### config.mk
export PLATFORM = sky130hd
export DESIGN_NAME = exec_mode_ctl
export DESIGN_NICKNAME = d
export VERILOG_FILES = /design/src/rtl/exec_mode_pkg.sv /design/src/rtl/emc_boot_seq.sv /design/src/rtl/emc_mode_fsm.sv /design/src/rtl/emc_ctrl_reg.sv /design/src/rtl/emc_sp_bank.sv /design/src/rtl/exec_mode_ctl.sv
export SDC_FILE = /design/constraint.sdc
export NUM_CORES = 1
export LEC_CHECK = 0
export BUFFER_PORTS_ARGS = -buffer_cell sky130_fd_sc_hd__buf_2
export CAP_MARGIN = 10
export CORE_ASPECT_RATIO = 0.7
export CORE_MARGIN = 4
export CORE_UTILIZATION = 49
export CTS_CLUSTER_DIAMETER = 50
export DETAILED_ROUTE_END_ITERATION = 6
export PLACE_DENSITY = 0.86
export SLEW_MARGIN = 20
export SYNTH_ARGS = -nofsm -noshare
export SYNTH_HDL_FRONTEND = slang
export SYNTH_SLANG_ARGS = --single-unit
### constraint.sdc
create_clock -name clk_i -period 4.6 [get_ports clk_i]
set_input_delay 0.92 -clock clk_i [delete_from_list [all_inputs] [get_ports clk_i]]
set_output_delay 0.92 -clock clk_i [all_outputs]
set_load 0.02 [all_outputs]
### src/rtl/exec_mode_pkg.sv
package exec_mode_pkg;
  typedef enum logic {
    MODE_THREAD  = 1'b0,
    MODE_HANDLER = 1'b1
  } mode_e;

  typedef enum logic [1:0] {
    BOOT_SP   = 2'd0,
    BOOT_PC   = 2'd1,
    BOOT_DONE = 2'd2
  } boot_st_e;
endpackage

### src/rtl/emc_boot_seq.sv
module emc_boot_seq #(
  parameter int unsigned DW = 32,
  parameter logic [DW-1:0] SP_VEC = '0,
  parameter logic [DW-1:0] PC_VEC = DW'(4)
) (
  input  logic          clk_i,
  input  logic          rst_ni,
  output logic          req_o,
  output logic [DW-1:0] addr_o,
  input  logic          valid_i,
  input  logic [DW-1:0] rdata_i,
  output logic          sp_load_o,
  output logic [DW-1:0] sp_val_o,
  output logic [DW-1:0] pc_o,
  output logic          done_o
);
  import exec_mode_pkg::*;

  boot_st_e st_q;
  logic [DW-1:0] pc_q;

  assign req_o     = (st_q != BOOT_DONE);
  assign addr_o    = (st_q == BOOT_PC) ? PC_VEC : SP_VEC;
  assign sp_load_o = (st_q == BOOT_SP) && valid_i;
  assign sp_val_o  = rdata_i;
  assign pc_o      = pc_q;
  assign done_o    = (st_q == BOOT_DONE);

  always_ff @(posedge clk_i or negedge rst_ni) begin
    if (!rst_ni) begin
      st_q <= BOOT_SP;
      pc_q <= '0;
    end else begin
      case (st_q)
        BOOT_SP: if (valid_i) st_q <= BOOT_PC;
        BOOT_PC: if (valid_i) begin
          st_q <= BOOT_DONE;
          pc_q <= {rdata_i[DW-1:1], 1'b0};
        end
        default: st_q <= BOOT_DONE;
      endcase
    end
  end

  p_done_sticky_r2: assert property (@(posedge clk_i) disable iff (!rst_ni)
    done_o |=> done_o);
  p_pc_after_sp_r2: assert property (@(posedge clk_i) disable iff (!rst_ni)
    (st_q == BOOT_PC) |=> (st_q != BOOT_SP));
endmodule

### src/rtl/emc_mode_fsm.sv
module emc_mode_fsm (
  input  logic                 clk_i,
  input  logic                 rst_ni,
  input  logic                 en_i,
  input  logic                 entry_i,
  input  logic                 ret_i,
  input  logic                 to_thread_i,
  output exec_mode_pkg::mode_e mode_o
);
  import exec_mode_pkg::*;

  mode_e mode_q;
  assign mode_o = mode_q;

  always_ff @(posedge clk_i or negedge rst_ni) begin
    if (!rst_ni) mode_q <= MODE_THREAD;
    else if (en_i) begin
      if (entry_i)                 mode_q <= MODE_HANDLER;
      else if (ret_i && to_thread_i) mode_q <= MODE_THREAD;
    end
  end

  p_entry_handler_r3: assert property (@(posedge clk_i) disable iff (!rst_ni)
    en_i && entry_i |=> mode_q == MODE_HANDLER);
  p_ret_thread_r3: assert property (@(posedge clk_i) disable iff (!rst_ni)
    en_i && ret_i && to_thread_i && !entry_i |=> mode_q == MODE_THREAD);
  p_nested_ret_r3: assert property (@(posedge clk_i) disable iff (!rst_ni)
    mode_q == MODE_HANDLER && !to_thread_i |=> mode_q == MODE_HANDLER);
endmodule

### src/rtl/emc_ctrl_reg.sv
module emc_ctrl_reg #(
  parameter int unsigned DW = 32
) (
  input  logic                 clk_i,
  input  logic                 rst_ni,
  input  logic                 en_i,
  input  exec_mode_pkg::mode_e mode_i,
  input  logic                 wr_i,
  input  logic                 wr_priv_i,
  input  logic [DW-1:0]        wdata_i,
  output logic                 sel_psp_o,
  output logic                 unpriv_o,
  output logic [DW-1:0]        rdata_o
);
  import exec_mode_pkg::*;

  logic [1:0] ctrl_q;
  logic       in_handler;
  logic       unused_hi;

  assign unused_hi  = ^wdata_i[DW-1:2];
  assign in_handler = (mode_i == MODE_HANDLER);
  assign sel_psp_o  = ctrl_q[1];
  assign unpriv_o   = ctrl_q[0];
  assign rdata_o    = {{(DW-2){1'b0}}, ctrl_q[1] & ~in_handler, ctrl_q[0]};

  always_ff @(posedge clk_i or negedge rst_ni) begin
    if (!rst_ni) ctrl_q <= 2'b00;
    else if (en_i && wr_i && wr_priv_i) begin
      ctrl_q[0] <= wdata_i[0];
      if (!in_handler) ctrl_q[1] <= wdata_i[1];
    end
  end

  p_unpriv_keep_r7: assert property (@(posedge clk_i) disable iff (!rst_ni)
    wr_i && !wr_priv_i |=> $stable(ctrl_q));
  p_handler_bit1_r6: assert property (@(posedge clk_i) disable iff (!rst_ni)
    in_handler |=> $stable(ctrl_q[1]));
  p_gated_r10: assert property (@(posedge clk_i) disable iff (!rst_ni)
    !en_i |=> $stable(ctrl_q));
endmodule

### src/rtl/emc_sp_bank.sv
module emc_sp_bank #(
  parameter int unsigned DW    = 32,
  parameter int unsigned ALIGN = 2
) (
  input  logic          clk_i,
  input  logic          rst_ni,
  input  logic          load_i,
  input  logic [DW-1:0] load_val_i,
  input  logic          wr_i,
  input  logic [DW-1:0] wdata_i,
  input  logic          use_psp_i,
  output logic [DW-1:0] rdata_o
);
  localparam logic [DW-1:0] ALIGN_MASK = {{(DW-ALIGN){1'b1}}, {ALIGN{1'b0}}};

  logic [DW-1:0] msp_q, psp_q;

  assign rdata_o = use_psp_i ? psp_q : msp_q;

  always_ff @(posedge clk_i or negedge rst_ni) begin
    if (!rst_ni) begin
      msp_q <= '0;
      psp_q <= '0;
    end else if (load_i) begin
      msp_q <= load_val_i & ALIGN_MASK;
    end else if (wr_i) begin
      if (use_psp_i) psp_q <= wdata_i & ALIGN_MASK;
      else           msp_q <= wdata_i & ALIGN_MASK;
    end
  end

  p_psp_untouched_r9: assert property (@(posedge clk_i) disable iff (!rst_ni)
    wr_i && !use_psp_i |=> $stable(psp_q));
  p_msp_untouched_r9: assert property (@(posedge clk_i) disable iff (!rst_ni)
    wr_i && use_psp_i && !load_i |=> $stable(msp_q));
endmodule

### src/rtl/exec_mode_ctl.sv
module exec_mode_ctl #(
  parameter int unsigned   DW       = 32,
  parameter int unsigned   SP_ALIGN = 2,
  parameter logic [DW-1:0] SP_VEC   = '0,
  parameter logic [DW-1:0] PC_VEC   = DW'(4)
) (
  input  logic          clk_i,
  input  logic          rst_ni,
  output logic          boot_req_o,
  output logic [DW-1:0] boot_addr_o,
  input  logic          boot_valid_i,
  input  logic [DW-1:0] boot_rdata_i,
  output logic          ready_o,
  input  logic          exc_entry_i,
  input  logic          exc_return_i,
  input  logic          ret_to_thread_i,
  input  logic          ctrl_wr_i,
  input  logic          ctrl_wr_priv_i,
  input  logic [DW-1:0] ctrl_wdata_i,
  input  logic          sp_wr_i,
  input  logic [DW-1:0] sp_wdata_i,
  output logic          mode_o,
  output logic          priv_o,
  output logic          psp_active_o,
  output logic [DW-1:0] sp_rdata_o,
  output logic [DW-1:0] ctrl_rdata_o,
  output logic [DW-1:0] pc_init_o,
  output logic [DW-1:0] lr_init_o
);
  import exec_mode_pkg::*;

  logic          sp_load, done, sel_psp, unpriv, use_psp;
  logic [DW-1:0] sp_boot_val;
  mode_e         mode;

  emc_boot_seq #(.DW(DW), .SP_VEC(SP_VEC), .PC_VEC(PC_VEC)) u_boot (
    .clk_i, .rst_ni,
    .req_o(boot_req_o), .addr_o(boot_addr_o),
    .valid_i(boot_valid_i), .rdata_i(boot_rdata_i),
    .sp_load_o(sp_load), .sp_val_o(sp_boot_val),
    .pc_o(pc_init_o), .done_o(done)
  );

  emc_mode_fsm u_mode (
    .clk_i, .rst_ni, .en_i(done),
    .entry_i(exc_entry_i), .ret_i(exc_return_i),
    .to_thread_i(ret_to_thread_i), .mode_o(mode)
  );

  emc_ctrl_reg #(.DW(DW)) u_ctrl (
    .clk_i, .rst_ni, .en_i(done), .mode_i(mode),
    .wr_i(ctrl_wr_i), .wr_priv_i(ctrl_wr_priv_i), .wdata_i(ctrl_wdata_i),
    .sel_psp_o(sel_psp), .unpriv_o(unpriv), .rdata_o(ctrl_rdata_o)
  );

  // handler always runs on the main stack
  assign use_psp = (mode == MODE_THREAD) && sel_psp;

  emc_sp_bank #(.DW(DW), .ALIGN(SP_ALIGN)) u_sp (
    .clk_i, .rst_ni,
    .load_i(sp_load), .load_val_i(sp_boot_val),
    .wr_i(sp_wr_i && done), .wdata_i(sp_wdata_i),
    .use_psp_i(use_psp), .rdata_o(sp_rdata_o)
  );

  assign ready_o      = done;
  assign mode_o       = mode;
  assign psp_active_o = use_psp;
  assign priv_o       = (mode == MODE_HANDLER) || !unpriv;
  assign lr_init_o    = '1;

  p_handler_msp_r6: assert property (@(posedge clk_i) disable iff (!rst_ni)
    mode_o |-> !psp_active_o && ctrl_rdata_o[1] == 1'b0);
  p_handler_priv_r5: assert property (@(posedge clk_i) disable iff (!rst_ni)
    mode_o |-> priv_o);
  p_pc_even_r2: assert property (@(posedge clk_i) disable iff (!rst_ni)
    ready_o |-> pc_init_o[0] == 1'b0);
  p_quiet_boot_r10: assert property (@(posedge clk_i) disable iff (!rst_ni)
    !ready_o |=> $stable(mode_o) && $stable(ctrl_rdata_o));
endmodule

==> flow_metrics.env <==
export IMPL_outcome="finished, final reports clean"
export IMPL_p_leak_uw=0.00322
export IMPL_yosysMostFrequentCell="buf_4"
export IMPL_yosys_area_top_type_share=0.461
export IMPL_synth_seq_cells=96
export IMPL_postSynthCellCount=447
export IMPL_antenna_found_initial=0
export IMPL_start_kind="flop"
export IMPL_drive_gt1_frac=0.475
export IMPL_dr_pass1_iters=6
export IMPL_clock_skew_ns=0.00671
export IMPL_grt_ovfl_total=0
export IMPL_drc=0
export IMPL_synth_avg_cell_area_um2=11.6
export IMPL_diodes=0
export IMPL_tightest_slew_ns=0.970
export IMPL_grt_pass1_wl_um=18300
export IMPL_ir_drop_uv=385
export IMPL_dp_cells=702
export IMPL_synthXorXnorAreaFrac=0.00168
export IMPL_synth_top_family_by_area="multiplexers"
export IMPL_synth_edf_count=0
export IMPL_critPathMostFrequentCell="nand2_1"
export IMPL_async_reset_ff_frac=1.00
export IMPL_io_buffer_count=140
export IMPL_yosysTopAreaCell="dfrtp_1"
export IMPL_wl_per_cell_um=16.3
export IMPL_drt_iter0_markers=83
export IMPL_netlist_area_mm2=0.00521
export IMPL_synthTopCellsByCount="buf_4 (98), dfrtp_1 (96), nand2_1 (91)"
export IMPL_fin_setup_tns_ns=0
export IMPL_gp_congestion=0.784
export IMPL_cp_arrival_ns=2.18
export IMPL_dp_hpwl_um=8540
export IMPL_max_slew_margin=0.353
export IMPL_yosysSeqAreaShare=0.461
export IMPL_hp_class="flop to flop"
export IMPL_setup_viol=0
export IMPL_dieHeight_um=94.2
export IMPL_synth_cell_type_count=23
export IMPL_synthAdderAreaFrac=0
export IMPL_hold_buffers=0
export IMPL_yosys_area_share_simple=0.0805
export IMPL_cts_resized=0
export IMPL_core_area_mm2=0.0104
export IMPL_crit_fanout=21
export IMPL_clk_pin_slew_worst_paths_ns=0.06
export IMPL_critPathBufInv=3
export IMPL_cts_buffers=9
export IMPL_cts_tree="built"
export IMPL_cts_sinks=96
export IMPL_grt_usage=0.187
export IMPL_cts_max_level=3
export IMPL_synthTopCellsByArea="dfrtp_1 (46%), mux2_2 (19%), buf_4 (14%), mux2_4 (8.7%), nand2_1 (6.6%)"
export IMPL_worstSkewPairLatency_ns=0.33
export IMPL_final_antenna_net_count=0
export IMPL_cts_buffer_depth=2
export IMPL_start_util=0.503
export IMPL_fp_row_count=31
export IMPL_rsz0062_at_grt="false"
export IMPL_drv_cap=0
export IMPL_area_growth_pct=15.1
export IMPL_drv_slew=0
export IMPL_layout_cells_non_filler=719
export IMPL_max_stage_delay_ns=0.57
export IMPL_fin_crit_sh=0.673
export IMPL_synth_compound_gate_area_share=0.00409
export IMPL_final_hold_viol_count=0
export IMPL_worst_setup_path_type="flop to output port"
export IMPL_grt_max_degree=78
export IMPL_route_vias_total=3357
export IMPL_crit_path_end_kind="output port"
export IMPL_p_per_area_mw_per_mm2=674
export IMPL_io_pin_count=270
export IMPL_fmax_mhz=323
export IMPL_die_area_mm2=0.0124
export IMPL_path_cells="nand2b_1, inv_1, buf_4, nand2_1, nand2_1, buf_2"
export IMPL_crit_family="buffers and inverters"
export IMPL_grt_pass1_vias=3533
export IMPL_synth_mux_area_frac=0.288
export IMPL_die_width_um=131
export IMPL_critPathRequiredTime_ns=3.68
export IMPL_viasPerCell=4.67
export IMPL_yosysWarnings=0
export IMPL_ys_flop_type="dfrtp_1"
export IMPL_finalCriticalPeriod_ns=3.10
export IMPL_totalWireLength_um=11700
export IMPL_cts_root_buf="clkbuf_16"
export IMPL_fin_nets=687
export IMPL_slowest_stage="inv_1"
export IMPL_post_cts_buffers=0
==> flip-flops by register name, summed over array words and instances, names as in the netlist <==
signal / cells
u_boot.pc_o: 31
u_sp.msp_q: 30
u_sp.psp_q: 30
u_boot.st_q: 2
u_ctrl.ctrl_q: 2
u_mode.mode_o: 1
==> placed cells by master (no fill, tap or decap), types with 3 or more instances in the layout <==
| cell type | instances |
|---|---|
| buf_2 | 139 |
| conb_1 | 96 |
| dfrtp_1 | 96 |
| nand2_1 | 91 |
| mux2_2 | 86 |
| mux2_4 | 30 |
| clkbuf_16 | 9 |
| mux2_1 | 7 |
| buf_4 | 7 |
| nand2b_1 | 3 |
| nand3_1 | 3 |
| clkbuf_1 | 3 |
==> path summary, 6_finish.rpt <==
check                                startpoint               to  slack (ns)  cells after the start
worst max register to register    u_mode.mode_o    u_sp.psp_q[6]        1.80                      5
max in group asynchronous                rst_ni   u_sp.psp_q[24]        3.00                      2
worst min register to register  u_boot.pc_o[27]  u_boot.pc_o[27]        0.50                      1
min in group asynchronous                rst_ni   u_boot.pc_o[4]        0.73                      1
worst min-delay path            u_boot.pc_o[27]  u_boot.pc_o[27]        0.50                      1
worst max-delay path              u_mode.mode_o   sp_rdata_o[14]        1.50                      6
==> logic make-up (layout without fill, tap and decap cells) <==
group / count (synthesis) / count (layout)
simple gates: 103 / 103
compound gates: 3 / 3
flops: 96 / 96
mux: 123 / 123
buf+inv: 119 / 165
other cells: 2 / 96
xor+xnor: 1 / 1
==> report_power, final <==
| group | leakage (µW) | switching [µW] | total, µW | internal [µW] |
|---|---|---|---|---|
| registers | 0.00116 | 226 | 1480 | 1250 |
| clock network | 0.000154 | 301 | 792 | 491 |
| logic | 0.00191 | 986 | 1770 | 782 |
| total | 0.00322 | 1510 | 4040 | 2530 |
==> final cells by class <==
cell class	count	area (µm²)
Clock buffer	13	250
Timing Repair Buffer	147	776
Sequential cell	96	2400
Fill cell	857	4370
Inverter	2	7.51
Multi-Input combinational cell	326	2320
Tap cell	132	165
Clock inverter	3	65.1
==> routing by layer <==
layer / track usage / vias up / wire [µm]
met2: 0.336 / 147 / 5770
met5: 0 / - / 0
li1: - / 1547 / -
met1: 0.223 / 1651 / 4940
met4: 0.0393 / 0 / 104
met3: 0.0605 / 12 / 874
==> per-stage QoR <==
stage / utilization / setup slack, ns / hold slack (ns) / instance area [µm²] / total power [µW]
floorplan: - / 2.17 / 0.481 / 5560 / 2760
global placement: 0.545 / 1.59 / 0.471 / 5650 / 3160
detailed placement: 0.545 / 1.52 / 0.483 / 5650 / 3250
CTS: 0.576 / 1.47 / 0.500 / 5960 / 4060
global route: 0.578 / 1.33 / 0.514 / 5990 / 4280
finish: 0.578 / 1.50 / 0.498 / 5990 / 4040
Power figures use the tool's default switching activity.
